`src/rtl/fsr_pkg.sv`:
```
package fsr_pkg;

  // Bit that carries the data-poll indicator for a bus width
  function automatic int poll_pos(input int w);
    return w - 1;
  endfunction

  // Bit that carries the toggle indicator for a bus width
  function automatic int tog_pos(input int w);
    return w - 2;
  endfunction

  // Value returned on the data-poll bit while busy
  function automatic logic poll_value(input logic erase, input logic pend_msb);
    logic ref_bit;
    ref_bit = erase ? 1'b1 : pend_msb;
    return ~ref_bit;
  endfunction

  // Next toggle state: start of operation clears, completed read inverts
  function automatic logic toggle_next(input logic cur, input logic start,
                                       input logic done);
    logic nxt;
    nxt = cur;
    if (start)     nxt = 1'b0;
    else if (done) nxt = ~cur;
    return nxt;
  endfunction

endpackage

```
`src/rtl/fsr_strobe_edge.sv`:
```
module fsr_strobe_edge (
  input  logic clk,
  input  logic rst_n,
  input  logic level_in,
  output logic fall_evt,
  output logic rise_evt
);
  logic level_q;

  always_ff @(posedge clk or negedge rst_n) begin
    if (!rst_n) level_q <= 1'b0;
    else        level_q <= level_in;
  end

  assign fall_evt = level_q & ~level_in;
  assign rise_evt = ~level_q & level_in;
endmodule

```
`src/rtl/fsr_toggle.sv`:
```
module fsr_toggle (
  input  logic clk,
  input  logic rst_n,
  input  logic op_start,
  input  logic op_active,
  input  logic read_done,
  output logic tog_q
);
  import fsr_pkg::*;

  logic advance;
  assign advance = op_active & read_done;

  always_ff @(posedge clk or negedge rst_n) begin
    if (!rst_n) tog_q <= 1'b0;
    else        tog_q <= toggle_next(tog_q, op_start, advance);
  end
endmodule

```
`src/rtl/fsr_out_mux.sv`:
```
module fsr_out_mux #(
  parameter int DATA_W = 8
) (
  input  logic              busy,
  input  logic              op_erase,
  input  logic [DATA_W-1:0] load_data,
  input  logic [DATA_W-1:0] array_data,
  input  logic              tog_q,
  output logic [DATA_W-1:0] rd_data
);
  import fsr_pkg::*;

  localparam int PB = poll_pos(DATA_W);
  localparam int TB = tog_pos(DATA_W);

  logic poll_bit;
  assign poll_bit = poll_value(op_erase, load_data[PB]);

  for (genvar i = 0; i < DATA_W; i++) begin : g_bit
    if (i == PB) begin : g_poll
      assign rd_data[i] = busy ? poll_bit : array_data[i];
    end else if (i == TB) begin : g_tog
      assign rd_data[i] = busy ? tog_q : array_data[i];
    end else begin : g_pass
      assign rd_data[i] = array_data[i];
    end
  end
endmodule

```
`src/rtl/flash_status_read.sv`:
```
module flash_status_read #(
  parameter int DATA_W = 8
) (
  input  logic              clk,
  input  logic              rst_n,
  input  logic              busy,
  input  logic              op_erase,
  input  logic [DATA_W-1:0] load_data,
  input  logic [DATA_W-1:0] array_data,
  input  logic              rd_strobe,
  output logic [DATA_W-1:0] rd_data
);
  logic read_done;
  logic read_begin;
  logic op_start;
  logic op_end;
  logic tog_q;

  fsr_strobe_edge u_rd_edge (
    .clk      (clk),
    .rst_n    (rst_n),
    .level_in (rd_strobe),
    .fall_evt (read_done),
    .rise_evt (read_begin)
  );

  fsr_strobe_edge u_busy_edge (
    .clk      (clk),
    .rst_n    (rst_n),
    .level_in (busy),
    .fall_evt (op_end),
    .rise_evt (op_start)
  );

  fsr_toggle u_tog (
    .clk       (clk),
    .rst_n     (rst_n),
    .op_start  (op_start),
    .op_active (busy),
    .read_done (read_done),
    .tog_q     (tog_q)
  );

  fsr_out_mux #(.DATA_W(DATA_W)) u_mux (
    .busy       (busy),
    .op_erase   (op_erase),
    .load_data  (load_data),
    .array_data (array_data),
    .tog_q      (tog_q),
    .rd_data    (rd_data)
  );
endmodule

```
`config.mk`:
```
export PLATFORM = sky130hd
export DESIGN_NAME = flash_status_read
export DESIGN_NICKNAME = d
export VERILOG_FILES = /design/src/rtl/fsr_pkg.sv /design/src/rtl/fsr_strobe_edge.sv /design/src/rtl/fsr_toggle.sv /design/src/rtl/fsr_out_mux.sv /design/src/rtl/flash_status_read.sv
export SDC_FILE = /design/constraint.sdc
export NUM_CORES = 1
export LEC_CHECK = 0
export BUFFER_PORTS_ARGS = -buffer_cell sky130_fd_sc_hd__buf_2
export CAP_MARGIN = 20
export CORE_AREA = 2 2 39 41
export DETAILED_ROUTE_END_ITERATION = 8
export DIE_AREA = 0 0 41 43
export GPL_ROUTABILITY_DRIVEN = 1
export MAX_ROUTING_LAYER = met4
export PLACE_DENSITY = 0.44
export RECOVER_POWER = 100
export SETUP_SLACK_MARGIN = 0.02
export SYNTH_ARGS = -nofsm -noshare
export SYNTH_HDL_FRONTEND = slang
export SYNTH_HIERARCHICAL = 1
export SYNTH_SLANG_ARGS = --single-unit
```
`constraint.sdc`:
```
create_clock -name clk -period 2.77 [get_ports clk]
set_clock_uncertainty 0.15 [all_clocks]
set_input_delay 0.4155 -clock clk [delete_from_list [all_inputs] [get_ports clk]]
set_output_delay 0.4155 -clock clk [all_outputs]
set_load 0.1 [all_outputs]
```
==> flow_summary.json, run 1 <==
{
  "syn_area_per_cell_um2": 11.0,
  "fp.dieW_um": 41,
  "cts_buffers": 3,
  "grt_pass1_wl_um": 634,
  "dieArea_um2": 1760,
  "initial_core_util_pct": 13.6,
  "synth_nets": 38,
  "row_count": 14,
  "seq_area_um2": 75.1,
  "gp_congestion": 0.452,
  "dr.pass1.iters": 1,
  "clk_pin_slew_ns": 0.04,
  "p_leak_nw": 0.113,
  "grt_antenna_before_repair": 0,
  "htree_levels": 1,
  "finalNetCount": 47,
  "tns_ns": 0,
  "post-route-util_pct": 17.2,
  "grt_util_met1_pct": 4.18,
  "multiInputGateArea_um2": 63.8,
  "drt_iter0_markers": 0,
  "fill_cells": 163,
  "finalCriticalPeriod_ns": 1.87,
  "overflow": 0,
  "design_area_um2": 238,
  "dpl_cell_area_um2": 208,
  "cts_resized": 0,
  "ant_nets": 0,
  "max-slew-margin-rel_pct": 67.9,
  "die_height_um": 43,
  "worst_slew_pin_slew_ns": 0.484,
  "finalCritPeriodShare_pct": 67.4,
  "clkSinkCount": 3,
  "ctsRootBufferMaster": "clkbuf_4",
  "critPathMaxFanout": 6,
  "fmax_ghz": 0.535,
  "core_area_um2": 1380,
  "grt_max_degree": 7,
  "power_w": 0.000163,
  "arrival_ns": 1.30,
  "cts.path.max_buffers": 2,
  "grt_util_met2_pct": 8.75,
  "netlist_area_um2": 188,
  "io_buffers": 9,
  "avgRoutedWirePerCell_um": 9.85,
  "met3_usage_pct": 4.71,
  "min_path_type": "input port to flop",
  "p_per_area_nw_per_um2": 685,
  "critPathKind": "input port to primary output",
  "rsz0062_at_grt": "no",
  "peakVddDrop_uv": 162,
  "syn_inst": 17,
  "routed_wl_um": 404,
  "end_kind": "primary output",
  "drive_gt1_share_pct": 52.0,
  "post_cts_buffers": 0,
  "hpwl_um": 324,
  "required_ns": 2.20,
  "final-max-slew-violation-count": 0,
  "vias_per_cell": 3.54,
  "antenna_cells": 0,
  "gr-max-usage-layer": "met2",
  "hold_violations": 0,
  "startpoint_type": "input port",
  "ioPinCount": 29,
  "status": "finished, final reports clean",
  "grt_pass1_vias": 170,
  "clock_latency_ns": 0.23,
  "cts_tree": "done",
  "vias": 145,
  "grt_usage_pct": 6.48,
  "syn_to_final_growth_pct": 26.7,
  "max_cap_viol_count": 0,
  "synth_warnings": 6,
  "setup_viol": 0,
  "drcViolationCount": 0
}
==> power breakdown <==
group          internal (W)  switching, W  leakage, nW  total (W)
Sequential        0.0000471    0.00000130       0.0365  0.0000484
Combinational     0.0000117     0.0000269       0.0611  0.0000386
Clock             0.0000539     0.0000218       0.0150  0.0000757
Total              0.000113     0.0000500        0.113   0.000163
==> cell usage in the layout, fill, tap and decap left out, drive strengths merged <==
master	instances
a21bo	1
dlygate4sd3	1
dfrtp	3
a21oi	1
nor2	1
clkbuf	6
nor2b	1
and2b	1
mux2	2
buf	7
nand3b	1
==> timing repair <==
item,CTS,global route
endpoints found under the setup margin,0,0
hold buffers,1,0
hold endpoints to repair,3,0
==> stage by stage <==
step	hold slack (ns)	worst slack (ns)	std cells
after floorplan	-0.0301	1.23	17
after global placement	0.0582	1.03	36
after detailed placement	0.0650	1.01	36
after CTS	0.153	1.00	41
after global routing	0.144	0.839	41
final	0.161	0.902	41
==> critical path, stage by stage <==
cell and delay [ns]:
clkbuf_1 0.23, mux2_2 0.37, buf_2 0.29
==> metal layers <==
metal	wire length, um	part of all wire [%]
met3	67	17
met4	0	0
met5	0	0
met1	137	34
met2	199	49
==> final timing paths <==
kind,slack [ns],cells past startpoint,end,start
max,0.90,3,rd_data[6],busy
min,0.16,1,u_rd_edge/level_q$_DFF_PN0_,rd_strobe
max reg2reg,1.75,3,u_tog/tog_q$_DFFE_PN0P_,u_rd_edge/level_q$_DFF_PN0_
min reg2reg,0.43,2,u_tog/tog_q$_DFFE_PN0P_,u_tog/tog_q$_DFFE_PN0P_
max in group asynchronous,1.94,2,u_rd_edge/level_q$_DFF_PN0_,rst_n
min in group asynchronous,0.38,2,u_tog/tog_q$_DFFE_PN0P_,rst_n
==> area by class of cell <==
class	instances	area share (%)
Sequential cell	3	31.6
Timing Repair Buffer	10	22.1
Multi-Input combinational cell	8	26.8
Tap cell	16	8.42
Clock buffer	4	11.1
==> registers in the layout (all words and copies together) (netlist names) <==
signal               cells
u_busy_edge/level_q      1
u_rd_edge/level_q        1
u_tog/tog_q              1
No activity file was read; power rests on OpenSTA's default activity.
==> run 2: changes to the inputs <==
--- a/config.mk
+++ b/config.mk
@@ -5,6 +5,7 @@
 export SDC_FILE = /design/constraint.sdc
 export NUM_CORES = 1
 export LEC_CHECK = 0
+export ABC_AREA = 1
 export BUFFER_PORTS_ARGS = -buffer_cell sky130_fd_sc_hd__buf_2
 export CAP_MARGIN = 20
 export CORE_AREA = 2 2 39 41
@@ -12,7 +13,7 @@
 export DIE_AREA = 0 0 41 43
 export GPL_ROUTABILITY_DRIVEN = 1
 export MAX_ROUTING_LAYER = met4
-export PLACE_DENSITY = 0.44
+export PLACE_DENSITY = 0.46
 export RECOVER_POWER = 100
 export SETUP_SLACK_MARGIN = 0.02
 export SYNTH_ARGS = -nofsm -noshare
==> constraint.sdc (replaced) <==
create_clock -name clk -period 1.7 [get_ports clk]
set_clock_uncertainty 0.15 [all_clocks]
set_input_delay 0.255 -clock clk [delete_from_list [all_inputs] [get_ports clk]]
set_output_delay 0.255 -clock clk [all_outputs]
set_load 0.1 [all_outputs]
==> run 2 against run 1 <==
Final cell count rose by 29%. Count of clock-buffer cells in the layout did not move. Sequential share of layout area fell by 2.5 points. Wire length fell by 4.2%. Cell area rose by 8.4%. Global-route usage fell by 0.30 points. Total power rose by 76%. Utilization rose by 1.4 points. Flip-flop and latch count did not move. Critical path type is now flop to primary output. Largest cell class unchanged.
==> flow_summary.json, run 2 <==
{
  "status": "finished, final reports clean",
  "max_stage_delay_ns": 0.37,
  "setup_viol": 0,
  "critPathMaxFanout": 3,
  "vias_per_cell": 3.28,
  "initial_core_util_pct": 13.9,
  "syn_area_per_cell_um2": 6.88,
  "die_height_um": 43,
  "path_buf_inv": 1,
  "dieArea_um2": 1760,
  "vias": 174,
  "cts_buffers": 3,
  "fp.dieW_um": 41,
  "path_cells": "nand2_1 -> nand2_1 -> clkbuf_4",
  "synth_warnings": 6,
  "netlist_area_um2": 193,
  "clk_pin_slew_ns": 0.04,
  "io_buffers": 9,
  "drt_iter0_markers": 6,
  "finalCritPeriodShare_pct": 85.4,
  "min_from": "busy",
  "worstReg2RegStart": "u_busy_edge/level_q$_DFF_PN0_",
  "worst_slew_pin_slew_ns": 0.542,
  "cts.path.max_buffers": 2,
  "min_path_type": "input port to flop",
  "cts_tree": "done",
  "power_w": 0.000286,
  "rsz0062_at_grt": "no",
  "tns_ns": 0,
  "clock_latency_ns": 0.23,
  "ioPinCount": 29,
  "critical_path.top_delay_family": "flip-flops",
  "setup_slack_ns": 0.248,
  "row_count": 14,
  "cp_slowest_cell": "dfrtp_1",
  "hold_violations": 0,
  "finalNetCount": 59,
  "critPathKind": "flop to primary output",
  "seq_area_um2": 75.1,
  "end_kind": "primary output",
  "ant_nets": 0,
  "arrival_ns": 1.05,
  "synth_nets": 49,
  "syn_to_final_growth_pct": 33.8,
  "fmax_ghz": 0.689,
  "htree_levels": 1,
  "avgRoutedWirePerCell_um": 7.30,
  "p_leak_nw": 0.146,
  "multiInputGateArea_um2": 57.6,
  "drcViolationCount": 0,
  "overflow": 0,
  "final-max-slew-violation-count": 0,
  "post_cts_buffers": 0,
  "grt_pass1_wl_um": 614,
  "max_cap_viol_count": 0,
  "dr.pass1.iters": 4,
  "peakVddDrop_uv": 185,
  "place_ws_ns": 0.302,
  "grt_usage_pct": 6.18,
  "startpoint_type": "flop",
  "max-slew-margin-rel_pct": 64.1,
  "routed_wl_um": 387,
  "top_regs": "u_busy_edge/level_q x1, u_rd_edge/level_q x1, u_tog/tog_q x1",
  "antenna_cells": 0,
  "syn_inst": 28,
  "drive_gt1_share_pct": 24.3,
  "gp_congestion": 0.668,
  "cp-startpoint": "u_tog/tog_q$_DFFE_PN0P_",
  "core_area_um2": 1380,
  "grt_pass1_vias": 154,
  "grt_antenna_before_repair": 0,
  "final_common_cell": "nand2_1",
  "grt_max_degree": 7,
  "ctsRootBufferMaster": "clkbuf_4",
  "hpwl_um": 284,
  "p_per_area_nw_per_um2": 1110,
  "cpMostUsedCell": "nand2_1",
  "finalCriticalPeriod_ns": 1.45,
  "clkSinkCount": 3,
  "fill_cells": 161,
  "required_ns": 1.29
}
run 2: worst reg2reg max path, cell delays in order, from the launching register on:
cell	delay, ns
dfrtp_1	0.37
nor2_1	0.13
inv_1	0.07
nand3_1	0.07
nand2_1	0.05
run 2: power breakdown:
| group | switching (W) | leakage, nW | internal, W |
|---|---|---|---|
| combinational | 0.0000550 | 0.0952 | 0.0000203 |
| sequential | 0.00000529 | 0.0356 | 0.0000794 |
| clock | 0.0000383 | 0.0150 | 0.0000880 |
run 2: final cells by class:
type	instances	share of cell area (%)
clock buffer	4	10.2
inverter	4	5.83
sequential	3	29.1
tap	16	7.77
multi-input combinational	15	22.3
timing repair buffer	11	24.8
run 2: path summary, 6_finish.rpt:
check	to	slack, ns	cells after the start
max	rd_data[6]	0.25	3
max reg2reg	u_tog/tog_q$_DFFE_PN0P_	0.75	4
min in group asynchronous	u_tog/tog_q$_DFFE_PN0P_	0.21	2
max in group asynchronous	u_rd_edge/level_q$_DFF_PN0_	1.04	2
min reg2reg	u_tog/tog_q$_DFFE_PN0P_	0.39	2
min	u_busy_edge/level_q$_DFF_PN0_	0.08	1
run 2: through the flow:
step	util [%]	hold WS, ns	std cells	area [um^2]
global placement	16.5	-0.0978	47	228
detailed placement	16.5	-0.0968	47	228
CTS	19.8	0.0454	53	274
floorplan	-	-0.191	28	193
global route	18.6	0.0816	53	258
finish	18.6	0.0848	53	258
run 2: metal layers:
| metal | vias up | routed length (um) | GRT usage (%) |
|---|---|---|---|
| li1 | 93 | - | - |
| met1 | 68 | 157 | 6.77 |
| met2 | 11 | 174 | 6.25 |
| met3 | 2 | 38 | 2.09 |
| met4 | 0 | 17 | 10.0 |
| met5 | - | 0 | - |
run 2: what timing repair did:
item	CTS	global route
endpoints found under the hold margin	4	0
hold buffers	2	0
endpoints found under the setup margin	0	0
gates resized for setup	0	0
==> run 3: changes to the inputs <==
--- a/config.mk
+++ b/config.mk
@@ -9,6 +9,7 @@
 export BUFFER_PORTS_ARGS = -buffer_cell sky130_fd_sc_hd__buf_2
 export CAP_MARGIN = 20
 export CORE_AREA = 2 2 39 41
+export CTS_BUF_LIST = sky130_fd_sc_hd__clkbuf_8
 export DETAILED_ROUTE_END_ITERATION = 8
 export DIE_AREA = 0 0 41 43
 export GPL_ROUTABILITY_DRIVEN = 1
==> run 3 against run 2 <==
Worst hold slack lost 0.075 ns. Register-to-register slack is essentially flat. Utilization grew 1.6 points. Die area is the same.
==> flow_summary.json, run 3 (synthesis results as in run 2) <==
{
  "layout_common_cells": "nand2_1, inv_1, buf_2",
  "setup_viol": 0,
  "dieArea_um2": 1760,
  "htree_levels": 1,
  "fp.dieW_um": 41,
  "syn_to_final_growth_pct": 45.5,
  "post-route-util_pct": 20.3,
  "internal-power_w": 0.000261,
  "fill_cells": 155,
  "vias": 166,
  "row_count": 14,
  "grt_pass1_vias": 153,
  "vias_per_cell": 3.19,
  "power_w": 0.000369,
  "die_height_um": 43,
  "end_kind": "primary output",
  "clock_latency_ns": 0.21,
  "cts_resized": 0,
  "drive_gt1_share_pct": 27.8,
  "arrival_ns": 1.04,
  "drcViolationCount": 0,
  "grt_pass1_wl_um": 641,
  "sequentialPowerShare_pct": 23.0,
  "startpoint_type": "input port",
  "dpl_cell_area_um2": 228,
  "peakVddDrop_uv": 250,
  "p_clk_share_pct": 54.2,
  "grt_antenna_before_repair": 0,
  "final_common_cell": "nand2_1",
  "min_path_type": "input port to flop",
  "io_buffers": 9,
  "hpwl_um": 284,
  "cts_hold_buffers": 1,
  "finalCritPeriodShare_pct": 85.3,
  "avgRoutedWirePerCell_um": 7.21,
  "critPathMaxFanout": 6,
  "critPathKind": "input port to primary output",
  "p_per_area_nw_per_um2": 1320,
  "worst_slew_pin_slew_ns": 0.542,
  "finalNetCount": 58,
  "finalCriticalPeriod_ns": 1.45,
  "p_leak_nw": 0.161,
  "clkSinkCount": 3,
  "top_regs": "u_busy_edge/level_q x1, u_rd_edge/level_q x1, u_tog/tog_q x1",
  "cts_buffers": 3,
  "required_ns": 1.29,
  "p_comb_share_pct": 22.8,
  "fmax_ghz": 0.690,
  "ioPinCount": 29,
  "initial_core_util_pct": 13.9,
  "max_cap_viol_count": 0,
  "status": "finished, final reports clean",
  "ant_nets": 0,
  "ctsRootBufferMaster": "clkbuf_8",
  "design_area_um2": 280,
  "power.switching_w": 0.000108,
  "max-slew-margin-rel_pct": 64.1,
  "overflow": 0,
  "antenna_cells": 0,
  "holdWs_ns": 0.00996,
  "cts.path.max_buffers": 2,
  "clk_pin_slew_ns": 0.03,
  "post_cts_buffers": 0,
  "final-max-slew-violation-count": 0,
  "drt_iter0_markers": 4,
  "sw_frac_of_total_pct": 29.3,
  "grt_max_degree": 7,
  "grt_usage_pct": 6.59,
  "cts_tree": "done",
  "gp_congestion": 0.668,
  "hold_violations": 0,
  "tns_ns": 0,
  "rsz0062_at_grt": "no",
  "core_area_um2": 1380,
  "routed_wl_um": 375,
  "dr.pass1.iters": 4
}
-- run 3: changes by cell type in the layout (fill, tap and decap cells not counted) --
cell           change
clkbuf_4           -4
clkbuf_8           +3
clkbuf_1           -2
buf_12             +1
buf_2              +1
dlygate4sd3_1      -1
inv_1              +1
-- run 3: power by group through the flow --
stage	clock, W	combinational, W	sequential (W)
final	0.000200	0.0000843	0.0000848
after global routing	0.000221	0.0000903	0.0000861
after CTS	0.000207	0.0000860	0.0000849
after detailed placement	0	0.0000841	0.0000857
after global placement	0	0.0000827	0.0000856
after floorplan	0	0.000121	0.0000837
-- run 3: through the flow --
step           std cells  worst slack [ns]
2_1_floorplan         28             0.263
3_5_place_dp          47             0.302
4_1_cts               52             0.299
6_report              52             0.250
3_3_place_gp          47             0.325
5_1_grt               52             0.158
-- run 3: worst paths after layout --
kind                                               start                     endpoint  slack, ns  depth (start not counted)
max                                                 busy                   rd_data[7]       0.25                          5
max reg2reg                u_busy_edge/level_q$_DFF_PN0_      u_tog/tog_q$_DFFE_PN0P_       0.75                          4
min in group asynchronous                          rst_n      u_tog/tog_q$_DFFE_PN0P_       0.23                          2
min                                            rd_strobe  u_rd_edge/level_q$_DFF_PN0_       0.01                          1
max in group asynchronous                          rst_n  u_rd_edge/level_q$_DFF_PN0_       1.02                          2
min reg2reg                      u_tog/tog_q$_DFFE_PN0P_      u_tog/tog_q$_DFFE_PN0P_       0.39                          2
-- run 3: final cells by class --
| class | count | area (um^2) | share of cell area (%) |
|---|---|---|---|
| flip-flops and latches | 3 | 75.1 | 26.8 |
| well taps | 16 | 20.0 | 7.14 |
| repair buffers | 10 | 67.6 | 24.1 |
| clock inverters | 1 | 3.75 | 1.34 |
| inverters | 4 | 15.0 | 5.36 |
| multi-input cells | 15 | 57.6 | 20.5 |
| clock buffers | 3 | 41.3 | 14.7 |
-- run 3: critical path, cell delays in order --
cell and delay, ns:
clkbuf_1 0.14, inv_1 0.09, nand2_1 0.05, nand2_1 0.06
clkbuf_2 0.45
-- run 3: layer usage --
metal	part of all wire [%]	vias to the layer above	track usage, %
li1	-	91	-
met1	40	64	7.10
met2	45	9	6.25
met3	10	2	3.66
met4	4.3	0	10.0
met5	0	-	-
